<file path="config.mk">
export PLATFORM = sky130hd
export DESIGN_NAME = reset_supervisor
export DESIGN_NICKNAME = d
export VERILOG_FILES = /design/src/rtl/reset_supervisor.sv
export SDC_FILE = /design/constraint.sdc
export NUM_CORES = 1
export LEC_CHECK = 0
export BUFFER_PORTS_ARGS = -buffer_cell sky130_fd_sc_hd__buf_2
export CAP_MARGIN = 20
export CORE_UTILIZATION = 35
export DETAILED_ROUTE_END_ITERATION = 7
export HOLD_SLACK_MARGIN = 0.06
export PLACE_DENSITY = 0.54
export SYNTH_ARGS = -nofsm -noshare
export SYNTH_HDL_FRONTEND = slang
export SYNTH_SLANG_ARGS = --single-unit
</file>
<file path="constraint.sdc">
create_clock -name clk -period 2.3 [get_ports clk]
set_input_delay 0 -clock clk [delete_from_list [all_inputs] [get_ports clk]]
set_output_delay 0 -clock clk [all_outputs]
set_load 0.03 [all_outputs]
</file>
<file path="src/rtl/reset_supervisor.sv">
module reset_supervisor #(
  parameter int CLK_KHZ      = 50000,
  parameter int REC_SHORT_US = 210000,
  parameter int REC_LONG_US  = 900000,
  parameter int FILT_NS      = 500,
  parameter int HOLD_MIN_US  = 6,
  parameter int NSUP         = 3,
  parameter int HOLD_W       = 28
) (
  input  logic              clk,
  input  logic              arst_n,
  input  logic [NSUP-1:0]   pg,
  input  logic [NSUP-1:0]   pg_en,
  input  logic              btn_n,
  input  logic              dly_en,
  input  logic [HOLD_W-1:0] hold_len,
  input  logic              rec_long,
  output logic              rst_n
);
  localparam longint KHZ      = longint'(CLK_KHZ);
  localparam int     REC_S    = int'((KHZ * REC_SHORT_US) / 1000);
  localparam int     REC_L    = int'((KHZ * REC_LONG_US) / 1000);
  localparam int     LIM_US   = (REC_LONG_US > 1200000) ? REC_LONG_US :
                                (REC_SHORT_US > 1200000) ? REC_SHORT_US : 1200000;
  localparam int     REC_W    = $clog2(int'((KHZ * LIM_US) / 1000) + 1);
  localparam longint FRAW     = (KHZ * FILT_NS + 999999) / 1000000;
  localparam int     FILT_CYC = (FRAW < 1) ? 1 : int'(FRAW);
  localparam int     FILT_W   = $clog2(FILT_CYC + 1);
  localparam longint HRAW     = (KHZ * HOLD_MIN_US + 999) / 1000;
  localparam int     HOLD_MIN = (HRAW < 1) ? 1 : int'(HRAW);

  logic [NSUP-1:0]   pg_m, pg_s;
  logic              mr_m, mr_s, mr_f;
  logic [FILT_W-1:0] flt_cnt;
  logic [HOLD_W-1:0] hcnt, hold_eff;
  logic [REC_W-1:0]  rcnt, rec_len;
  logic              press, pg_bad, fault;

  always_ff @(posedge clk or negedge arst_n)
    if (!arst_n) begin
      pg_m <= '0; pg_s <= '0;
      mr_m <= 1'b1; mr_s <= 1'b1;
    end else begin
      pg_m <= pg; pg_s <= pg_m;
      mr_m <= btn_n; mr_s <= mr_m;
    end

  always_ff @(posedge clk or negedge arst_n)
    if (!arst_n) begin
      mr_f <= 1'b1; flt_cnt <= '0;
    end else if (mr_s == mr_f) begin
      flt_cnt <= '0;
    end else if (flt_cnt == FILT_W'(FILT_CYC - 1)) begin
      mr_f <= mr_s; flt_cnt <= '0;
    end else begin
      flt_cnt <= flt_cnt + 1'b1;
    end

  assign hold_eff = (hold_len < HOLD_W'(HOLD_MIN)) ? HOLD_W'(HOLD_MIN) : hold_len;

  always_ff @(posedge clk or negedge arst_n)
    if (!arst_n)             hcnt <= '0;
    else if (mr_f)           hcnt <= '0;
    else if (hcnt < hold_eff) hcnt <= hcnt + 1'b1;

  assign press   = !mr_f && (!dly_en || hcnt >= hold_eff);
  assign pg_bad  = |(~pg_s & pg_en);
  assign fault   = pg_bad || press;
  assign rec_len = rec_long ? REC_W'(REC_L) : REC_W'(REC_S);

  always_ff @(posedge clk or negedge arst_n)
    if (!arst_n) begin
      rst_n <= 1'b0; rcnt <= '0;
    end else if (fault) begin
      rst_n <= 1'b0; rcnt <= '0;
    end else if (!rst_n) begin
      if (rcnt >= rec_len - REC_W'(1)) rst_n <= 1'b1;
      else                             rcnt  <= rcnt + 1'b1;
    end
endmodule

</file>
Word level (Yosys, flattened, before mapping)
Index checks and enable logic that the tools add are counted.

word-level totals
  register bits after elaboration = 69
  output and inout port bits = 1
  word-level logic and storage cells = 45

cells by class
  $add $sub $neg = 4
  magnitude comparators = 4
  equality and inequality tests = 4
  multiplexer cells = 12
  bitwise operators = 3
  reductions and logical operators = 9

operator list
  kind                                                                      number
  26-bit two-way mux                                                        4
  28-bit two-way mux                                                        3
  28-bit by 1-bit adder with 28-bit output (second input constant)          1
  28-bit >= comparator                                                      1
  28-bit < comparator                                                       1
  28-bit by 9-bit < comparator with 1-bit output (second input constant)    1
  26-bit by 1-bit adder with 26-bit output (second input constant)          1
  26-bit >= comparator                                                      1
  26-bit by 1-bit subtractor with 26-bit output (second input constant)     1
  5-bit two-way mux                                                         2
  5-bit by 1-bit adder with 5-bit output (second input constant)            1
  5-bit == test (second input constant)                                     1
  2-bit AND reduction                                                       2
  3-bit AND                                                                 1
  1-bit two-way mux                                                         3
  3-bit inverter                                                            1
  3-bit OR reduction                                                        1
  1-bit logical NOT                                                         2
  1-bit logical OR                                                          2
  2-bit by 1-bit inequality test with 1-bit output (second input constant)  1
  2-bit inequality test (second input constant)                             1
  2-bit nonzero test                                                        1
  1-bit == test                                                             1
  1-bit logical AND                                                         1
  1-bit inverter                                                            1

Depth between registers and ports, before layout
Gate-level depths: netlist (run 1).

  word-level depth = 8
  depth in mapped cells = 14
  gate-level depth less buffers = 12

Worst setup path after synthesis (run 1)
No wires, ideal clock.

  path type = in2reg
  from = input port hold_len[3]
  to = register hcnt[10]
  data arrival time = 2.979 ns
  required time = 2.168 ns
  slack = -0.811 ns
  cell stages on the path = 13
  path through = a21o_1 > a211o_1 > a2111oi_0 > nor2_1 > ha_1 > a21oi_1 > a21oi_1 > o311a_1 > buf_2 > clkbuf_1 > nor4b_1 > xnor2_1 > nor2_1

between the ends
  longest elaborated chain between the ends = 4

ends and longest elaborated chain
  what                                            RTL line  text
  start: declaration                              16        input logic [HOLD_W-1:0] hold_len,
  28-bit by 9-bit < comparator with 1-bit output  59        assign hold_eff = (hold_len < HOLD_W'(HOLD_MIN)) ? HOLD_W'(HOLD_MIN) : hold_len;
  28-bit two-way mux (*)                          59
  28-bit < comparator (*)                         64        else if (hcnt < hold_eff) hcnt <= hcnt + 1'b1;
  2-bit nonzero test (no line) (*)                -
  end signal: assignment                          64
  end: declaration                                35        logic [HOLD_W-1:0] hcnt, hold_eff;

Mark *: on every way between the ends. The rest lies on a longest branch, timed or not.
A chain may end at the register's enable or synchronous reset.

Worst setup path after layout (run 1)
  from = input port hold_len[3]
  to = register hcnt[12]

Same word-level chain as after synthesis.

==> results of run 1 <==
-- state kept, by name, indices dropped and copies added, names as in the netlist --
register / count
flt_cnt: 5
hcnt: 28
mr_f: 1
mr_m: 1
mr_s: 1
pg_m: 3
pg_s: 3
rcnt: 26
rst_n: 1
-- cells in the final DEF (no fill, tap or decap), types with 12 or more instances in the layout --
master / count
dfrtp_1: 66
buf_2: 32
nand2_1: 27
buf_6: 13
a21oi_1: 25
ha_1: 37
nor2_1: 53
nand4_1: 23
o21ai_0: 21
inv_1: 34
nand3_1: 15
buf_4: 105
or3_1: 12
xnor2_1: 24
-- synth_stat cells, drive strengths merged (5+ instances only) --
master / instances
dfrtp: 66
nor2: 57
ha: 41
a21oi: 34
inv: 34
nand2: 31
xnor2: 26
nand4: 24
o21ai: 24
nor3: 17
nand3: 15
clkbuf: 12
or3: 12
nor4: 10
xor2: 9
or4: 7
and3: 6
o31ai: 6
and2: 5
nor2b: 5
-- final timing paths --
check | slack (ns) | start | cells past startpoint | to
worst max-delay path | -0.37 | hold_len[3] | 15 | hcnt[12]
worst min-delay path | 0.18 | pg_en[2] | 5 | rcnt[23]
worst max register to register | -0.22 | rcnt[9] | 8 | rcnt[25]
worst min register to register | 0.35 | pg_m[2] | 0 | pg_s[2]
max in group asynchronous | 1.38 | arst_n | 3 | mr_f
min in group asynchronous | 0.21 | arst_n | 2 | hcnt[12]
-- timing repair --
| action | in CTS | in global routing |
|---|---|---|
| hold buffers | 5 | 0 |
| pin swaps | 18 | 39 |
| gates resized for setup | 39 | 57 |
| gates cloned | 1 | 1 |
| buffers inserted | 6 | 11 |
| hold endpoints to repair | 24 | 0 |
| endpoints found under the setup margin | 55 | 55 |
-- worst max-delay path: cells and delay by family --
family,cells,cell delay [ns]
AO/OA/AOI/OAI,6,1.60
AND/OR/NAND/NOR,4,0.53
buffers and inverters,3,0.37
adder cells (fa/ha/maj),1,0.20
XOR/XNOR,1,0.15
-- cells by family after synthesis --
logic type / synth area share [%]
buffers and inverters: 4.290
DFF: 39.29
AOI/OAI and AO/OA: 11.65
and+or+nand+nor: 24.91
xor gates and xnor gates: 6.960
adders and majority gates: 11.65
muxes: 1.250
-- layer usage --
metal | vias to the layer above | part of all wire (%) | GRT usage (%)
met2 | 72 | 49 | 31.88
met3 | 17 | 2.6 | 3.229
li1 | 2076 | - | -
met4 | 0 | 1.4 | 5.887
met1 | 1968 | 47 | 24.28
met5 | - | 0 | 0
-- layout make-up --
type	count	area share (%)
Clock buffer	10	3.581
Timing Repair Buffer	162	19.11
Clock inverter	6	1.406
Multi-Input combinational cell	372	44.91
Sequential cell	69	25.93
Inverter	34	1.913
Tap cell	168	3.150
-- stage by stage --
step	cells	hold slack, ns	TNS (ns)
finish	821	0.1759	-14.17
global route	821	0.2136	-20.94
CTS	809	0.1557	-11.92
detailed placement	781	0.02509	-41.87
global placement	781	0.03202	-38.33
floorplan	489	-0.2956	-14.73
-- power by group --
group,total [mW],internal (mW),leakage [nW],switching (mW)
clock network,1.54,0.988,0.160,0.550
registers,1.36,1.30,0.916,0.0676
logic,1.02,0.514,1.91,0.506
==> impl_metrics.csv, run 1 <==
group,metric,value,unit
logic_synthesis,synth.distinct_cells,51,
timing,layout_setup_ws,-0.3691,ns
grt,grt_antenna_before_repair,0,
detailed_routing,drt_iter0_markers,187,
layout,fillCellCount,1052,
timing,slew_viol_final,0,
logic_synthesis,syn_nets,569,
critical_path,required,2.49,ns
outcome,failed_checks,"setup timing",
logic_synthesis,synth_edf_count,0,
grt,grt.overflow.total,0,
critical_path,worst_setup_path_end_kind,"flop",
clocking,cts_max_path_buffers,2,
die,start_util,36.21,%
timing,skew,0.007731,ns
run,drv_cap,0,
place,hpwl,8129,microns
clocking,cts_sinks,69,
place,io_buffers,39,
logic_synthesis,synth_area_per_cell,9.007,sq um
critical_path,startpoint_type,"primary input",
die,ios,40,
timing,fin_crit,2.669,ns
logic_synthesis,ys_ff_latch,69,
clocking,tritoncts,"done",
critical_path,critPathKind,"primary input to flop",
layout,final_util,54.87,%
die,coreArea,0.01216,sq mm
outcome,status,"finished, violations left",
critical_path,crit_path_frequent_cell,"buf_6",
logic_synthesis,synth_top_area_cell,"dfrtp_1",
timing,worst_pin_slew,0.6525,ns
place,place_area,0.005642,sq mm
layout,finalInstanceArea,0.006673,sq mm
clocking,root_buffer,"clkbuf_16",
layout,multi_input_area,0.002997,sq mm
power,fin_total_pwr,3.923,mW
min_path,hold_path_class,"primary input to flop",
logic_synthesis,synth_warnings,0,
logic_synthesis,synth_cells,489,
critical_path,max_stage_delay,0.43,ns
logic_synthesis,yosysTopAreaCellShare,37.50,%
detailed_routing,vias,4133,
grt,grt.total_usage,18.75,%
detailed_routing,wire_per_inst,14.05,microns
grt,grt_pass1_wl,19290,microns
timing,fmax,0.3747,GHz
critical_path,cp_slowest_cell,"a2111o_1",
detailed_routing,wirelength,11540,microns
logic_synthesis,synth_async_sr_flop_share,100.0,%
timing,rsz0062_at_grt,"true",
logic_synthesis,synth_flop_cell,"dfrtp_1",
clocking,htreeDepth,3,
logic_synthesis,synth_area_leaders,"dfrtp_1, ha_1, xnor2_1",
grt,first_global_vias,4160,
layout,diodes,0,
timing,setup_viol,55,
timing,hold_violations,0,
logic_synthesis,syn-cell-area,0.004404,sq mm
clocking,clock_latency,0.33,ns
layout,synthToLayoutAreaGrowth,51.51,%
detailed_routing,drc,0,
timing,slew_headroom,56.50,%
power,ir_worst_vdd,0.4922,mV
critical_path,critical_path.max_fanout,6,
detailed_routing,avgViaCountPerCell,5.034,
die,die-area,0.01304,sq mm
critical_path,worstPathArrival,2.86,ns
die,rows,40,
place,globalplace.congestion,0.8023,
clocking,cts.clk_slew.worst_paths,0.06,ns
timing,fin_crit_sh,116.0,%
grt,grt_max_degree,50,
power,p_per_area,588.0,mW/mm^2
place,dp_worst_setup_slack,-0.8779,ns
layout,final_nets,728,
die,dieWidth,114.2,microns
power,p_leak,2.988,nW
detailed_routing,drtPass1Iterations,4,
detailed_routing,antenna_left,0,
die,die_y,114.2,microns
critical_path,crit_chain,"buf_6 > a21o_1 > a211o_1 > a2111o_1 > nand2_2 > ha_4 > nor2b_4 > o211ai_1 > a21oi_2 > o311a_4 > buf_12 > buf_6 > nor4_4 > xnor2_1 > nor2_1",
logic_synthesis,seq_area_frac_synth,39.29,%
layout,drive_above_1_share,37.67,%
clocking,cts_buffers,9,
layout,register_area,0.001730,sq mm
Note: power is estimated with default switching activity, not from simulation.
==> run 2, diff against run 1 <==
- SKIP_CTS_REPAIR_TIMING: unset -> 1
==> run 2 against run 1 <==
  * The flow still finishes with violations (setup timing)
  * Flip-flop and latch count is the same
  * Critical path depth is the same
  * Combinational power fell by 7%
  * Total power shrank 2.0%
  * Die area unchanged
  * Maximum frequency is 1.0% higher
  * Clock-buffer cell count is the same
  * Cell count unchanged
  * Register-to-register slack worse by 0.09 ns
  * Hold slack better by 0.024 ns
  * Critical endpoint is now hcnt[14]
  * Highest routed layer unchanged
==> impl_metrics.csv, run 2 (synthesis gave the netlist of run 1 again) <==
group,metric,value,unit
outcome,status,"finished, violations left",
outcome,failed_checks,"setup timing",
timing,fin_crit_sh,114.9,%
grt,gr-max-usage-layer,"met2",
layout,diodes,0,
place,globalplace.congestion,0.8023,
layout,reg_top3,"hcnt x28, rcnt x26, flt_cnt x5",
timing,setup_viol,55,
run,drv_cap,0,
grt,grt_pass1_wl,18690,microns
detailed_routing,antenna_left,0,
grt,grt_antenna_before_repair,0,
grt,use_met3,3.388,%
power,p_per_area,570.8,mW/mm^2
critical_path,required,2.49,ns
timing,fin_setup_tns,-14.60,ns
timing,hold_violations,0,
power,p_leak,2.974,nW
detailed_routing,vias,4173,
detailed_routing,wirelength,11880,microns
layout,largest_register,"hcnt",
timing,worst_pin_slew,0.6773,ns
detailed_routing,drtPass1Iterations,4,
clocking,cts_max_path_buffers,2,
timing,fmax,0.3785,GHz
critical_path,critical_path.max_fanout,5,
critical_path,cp_slowest_cell,"o311a_4",
layout,final_nets,728,
layout,multi_input_area,0.003062,sq mm
detailed_routing,avgViaCountPerCell,5.083,
grt,grt_max_degree,50,
layout,largest_reg_flops,28,
grt,first_global_vias,4024,
clocking,cts.clk_slew.worst_paths,0.06,ns
critical_path,worst_setup_path_end_kind,"flop",
clocking,tritoncts,"done",
critical_path,crit_chain,"buf_6 > a21o_1 > a211o_1 > a2111oi_4 > buf_4 > nor2_1 > ha_1 > a21oi_1 > o21ai_0 > o311a_4 > buf_6 > buf_8 > nor4b_4 > xnor2_1 > nor2_1",
layout,register_area,0.001730,sq mm
place,dp_cells,781,
detailed_routing,drt_iter0_markers,209,
die,start_util,36.21,%
die,die-area,0.01304,sq mm
clocking,htreeDepth,3,
layout,drive_above_1_share,39.51,%
die,dieWidth,114.2,microns
timing,fin_crit,2.642,ns
critical_path,worstPathArrival,2.83,ns
place,hpwl,8129,microns
layout,final_common_cell,"buf_4",
die,ios,40,
clocking,clock_latency,0.33,ns
die,die_y,114.2,microns
die,coreArea,0.01216,sq mm
power,ir_worst_vdd,0.4857,mV
place,io_buffers,39,
grt,met1_usage,23.66,%
timing,slew_viol_final,0,
detailed_routing,drc,0,
clocking,cts_buffers,9,
min_path,hold_path_class,"primary input to asynchronous set/reset pin",
critical_path,critPathKind,"primary input to flop",
grt,grt.total_usage,18.20,%
clocking,cts_sinks,69,
detailed_routing,wire_per_inst,14.47,microns
layout,synthToLayoutAreaGrowth,52.90,%
critical_path,reg2reg_depth,8,
critical_path,startpoint_type,"primary input",
grt,grt_util_met2,30.75,%
layout,fillCellCount,1051,
critical_path,max_stage_delay,0.46,ns
layout,final_cell_mix,"buf_4, dfrtp_1, nor2_1",
grt,grt.overflow.total,0,
timing,rsz0062_at_grt,"true",
die,rows,40,
timing,layout_setup_ws,-0.3417,ns
timing,slew_headroom,54.85,%
layout,stdcell_count,821,
clocking,root_buffer,"clkbuf_16",
timing,skew,0.006917,ns
-- run 2: worst paths after layout --
path / start / endpoint / slack [ns]
min reg2reg: pg_m[2] / pg_s[2] / 0.35
min in group clk: pg_en[2] / rcnt[9] / 0.21
min: arst_n / hcnt[5] / 0.20
max in group asynchronous: arst_n / mr_f / 1.39
max: hold_len[2] / hcnt[14] / -0.34
max reg2reg: rcnt[9] / rcnt[19] / -0.31
-- run 2: cell type report --
type / instances / area share [%]
clock inverters: 6 / 1.394
inverters: 34 / 1.895
clock buffers: 10 / 3.549
repair buffers: 161 / 18.88
flip-flops and latches: 69 / 25.70
well taps: 168 / 3.122
multi-input cells: 373 / 45.47
-- run 2: worst max-delay path, delay by kind of cell --
kind,cells,cell delay [ns]
simple gates,3,0.32
fa+ha+maj,1,0.17
buf+inv,4,0.54
xor+xnor,1,0.14
compound gates,6,1.65
-- run 2: per-stage QoR --
step                setup slack (ns)  hold slack, ns  total power, mW  area (sq um)  util, %
floorplan                    -0.3584         -0.2956            1.788          4581        -
global placement             -0.8120         0.03202            2.111          5642    46.39
detailed placement           -0.8779         0.02509            2.137          5642    46.39
CTS                          -0.5340         -0.3293            3.704          5974    49.13
global route                 -0.5217          0.2385            4.066          6734    55.37
finish                       -0.3417          0.1996            3.844          6734    55.37
-- run 2: layer usage --
metal	routed length (microns)	share of wire, %	vias up
met1	5610	47	2024
li1	-	-	2080
met4	101	0.85	0
met2	5877	49	59
met5	0	0	-
met3	287	2.4	10
-- run 2: power breakdown --
group | total [mW] | internal (mW) | leakage [nW] | switching [mW]
Combinational | 0.945 | 0.458 | 1.90 | 0.486
Clock | 1.54 | 0.988 | 0.160 | 0.549
Sequential | 1.36 | 1.30 | 0.916 | 0.0653
==> run 3, diff against run 2 <==
- GPL_TIMING_DRIVEN: unset -> 0
- SETUP_SLACK_MARGIN: unset -> 0.02
==> run 3 against run 2 <==
  * The flow still finishes with violations (setup timing)
  * Clock-buffer cell count increased by 1
  * Utilization is 7.4 points lower
  * Clock skew increased by 0.0021 ns
  * Register-to-register slack hardly changed
  * Critical path depth stayed put
  * First-iteration DRC count is 6.7% higher
  * Combinational power decreased by 24%
  * Design area is 13% lower
  * Sequential share of layout area is 4.0 points higher
  * Maximum frequency shrank 2.0%
  * Cell count fell by 10%
==> impl_metrics.csv, run 3 (synthesis gave the netlist of run 1 again) <==
group,metric,value,unit
timing,worst_pin_slew,0.6998,ns
timing,fin_crit_sh,117.2,%
critical_path,r2r_start,"rcnt[9]",
run,drv_cap,0,
clocking,htreeDepth,3,
timing,slew_headroom,53.35,%
layout,final_common_cell,"dfrtp_1",
min_path,hold_path_class,"primary input to flop",
clocking,cts.clk_slew.worst_paths,0.06,ns
place,io_buffers,39,
critical_path,worst_setup_path_end_kind,"flop",
layout,largest_reg_flops,28,
clocking,clock_latency,0.33,ns
clocking,root_buffer,"clkbuf_16",
detailed_routing,antenna_left,0,
die,coreArea,0.01216,sq mm
timing,layout_setup_ws,-0.3946,ns
critical_path,reg2reg_depth,9,
critical_path,r2r_slack,-0.31,ns
grt,first_global_vias,3788,
clocking,cts_max_path_buffers,2,
clocking,cts_sinks,69,
detailed_routing,drc,0,
timing,slew_viol_final,0,
detailed_routing,wire_per_inst,14.82,microns
die,die_y,114.2,microns
timing,hold_violations,0,
grt,grt.overflow.total,0,
detailed_routing,wirelength,10940,microns
place,globalplace.congestion,0.7990,
critical_path,worstPathArrival,2.90,ns
layout,drive_above_1_share,27.54,%
place,hpwl,7621,microns
power,ir_worst_vdd,0.3666,mV
critical_path,critPathKind,"primary input to flop",
timing,setup_viol,55,
timing,worst_hold_slack,0.1505,ns
grt,grt.total_usage,17.67,%
timing,fmax,0.3711,GHz
grt,grt_pass1_wl,18180,microns
die,die-area,0.01304,sq mm
die,dieWidth,114.2,microns
detailed_routing,avgViaCountPerCell,5.293,
critical_path,startpoint_type,"primary input",
clocking,cts_buffers,9,
min_path,holdPathStages,4,
die,start_util,36.21,%
timing,fin_crit,2.695,ns
layout,reg_top3,"hcnt x28, rcnt x26, flt_cnt x5",
timing,fin_setup_tns,-18.09,ns
layout,final_cell_mix,"dfrtp_1, nor2_1, ha_1",
power,fin_total_pwr,3.533,mW
die,rows,40,
die,ios,40,
outcome,status,"finished, violations left",
grt,grt_antenna_before_repair,0,
timing,skew,0.009042,ns
layout,largest_register,"hcnt",
layout,synthToLayoutAreaGrowth,32.50,%
layout,diodes,0,
power,p_per_area,605.4,mW/mm^2
clocking,tritoncts,"done",
timing,rsz0062_at_grt,"true",
power,p_leak,2.467,nW
min_path,min_from,"pg_en[2]",
min_path,hold_end,"rcnt[12]",
outcome,failed_checks,"setup timing",
detailed_routing,drtPass1Iterations,4,
critical_path,critical_path.max_fanout,10,
detailed_routing,vias,3906,
grt,grt_max_degree,69,
critical_path,r2r-end,"rcnt[21]",
detailed_routing,drt_iter0_markers,223,
layout,final_nets,645,
critical_path,required,2.50,ns
[run 3: worst max path at each step]
| stage | to | from | cells after the start | slack (ns) |
|---|---|---|---|---|
| floorplan | hcnt[10] | hold_len[3] | 14 | -0.36 |
| detailed placement | rcnt[22] | hold_len[27] | 15 | -1.13 |
| global route | hcnt[10] | hold_len[3] | 14 | -0.52 |
| global placement | rcnt[24] | hold_len[27] | 15 | -1.09 |
| CTS | rcnt[18] | hold_len[27] | 15 | -0.80 |
| finish | hcnt[2] | hold_len[3] | 15 | -0.39 |
[run 3: report_power, final]
group          switching [mW]  leakage, nW  internal [mW]
clock                   0.544        0.142          0.871
sequential              0.105        0.916           1.30
combinational           0.387         1.41          0.328
[run 3: cell type report]
cell class | count | area [sq um]
inverter | 34 | 127.6
tap | 168 | 210.2
buffer | 14 | 120.1
clock inverter | 5 | 58.81
multi-input combinational | 373 | 2898
fill | 1154 | 6326
sequential | 69 | 1730
timing repair buffer | 64 | 447.9
clock buffer | 11 | 242.7
[run 3: metal layers]
| layer | vias up | GRT usage (%) | share of wire [%] |
|---|---|---|---|
| met5 | - | 0 | 0 |
| li1 | 1912 | - | - |
| met3 | 14 | 3.070 | 3.1 |
| met4 | 0 | 6.320 | 1.6 |
| met1 | 1910 | 22.61 | 47 |
| met2 | 70 | 29.98 | 49 |
[run 3: stage by stage]
step                cells  utilization (%)  area [sq um]  setup WS (ns)
floorplan             489                -          4581        -0.3584
global placement      696            41.00          4986         -1.093
detailed placement    697            41.24          5016         -1.132
CTS                   713            43.72          5318        -0.7955
global route          738            47.98          5836        -0.5233
finish                738            47.98          5836        -0.3946
[run 3: critical path, cell delays in order]
cell	delay [ns]
buf_6	0.09
a21o_1	0.17
a211o_1	0.35
a2111o_1	0.47
nand2_2	0.11
ha_4	0.19
nor2b_1	0.12
o211ai_1	0.20
a21oi_2	0.09
o311a_1	0.30
buf_6	0.15
clkbuf_16	0.18
nor3b_1	0.26
xnor2_1	0.15
nor2_1	0.05
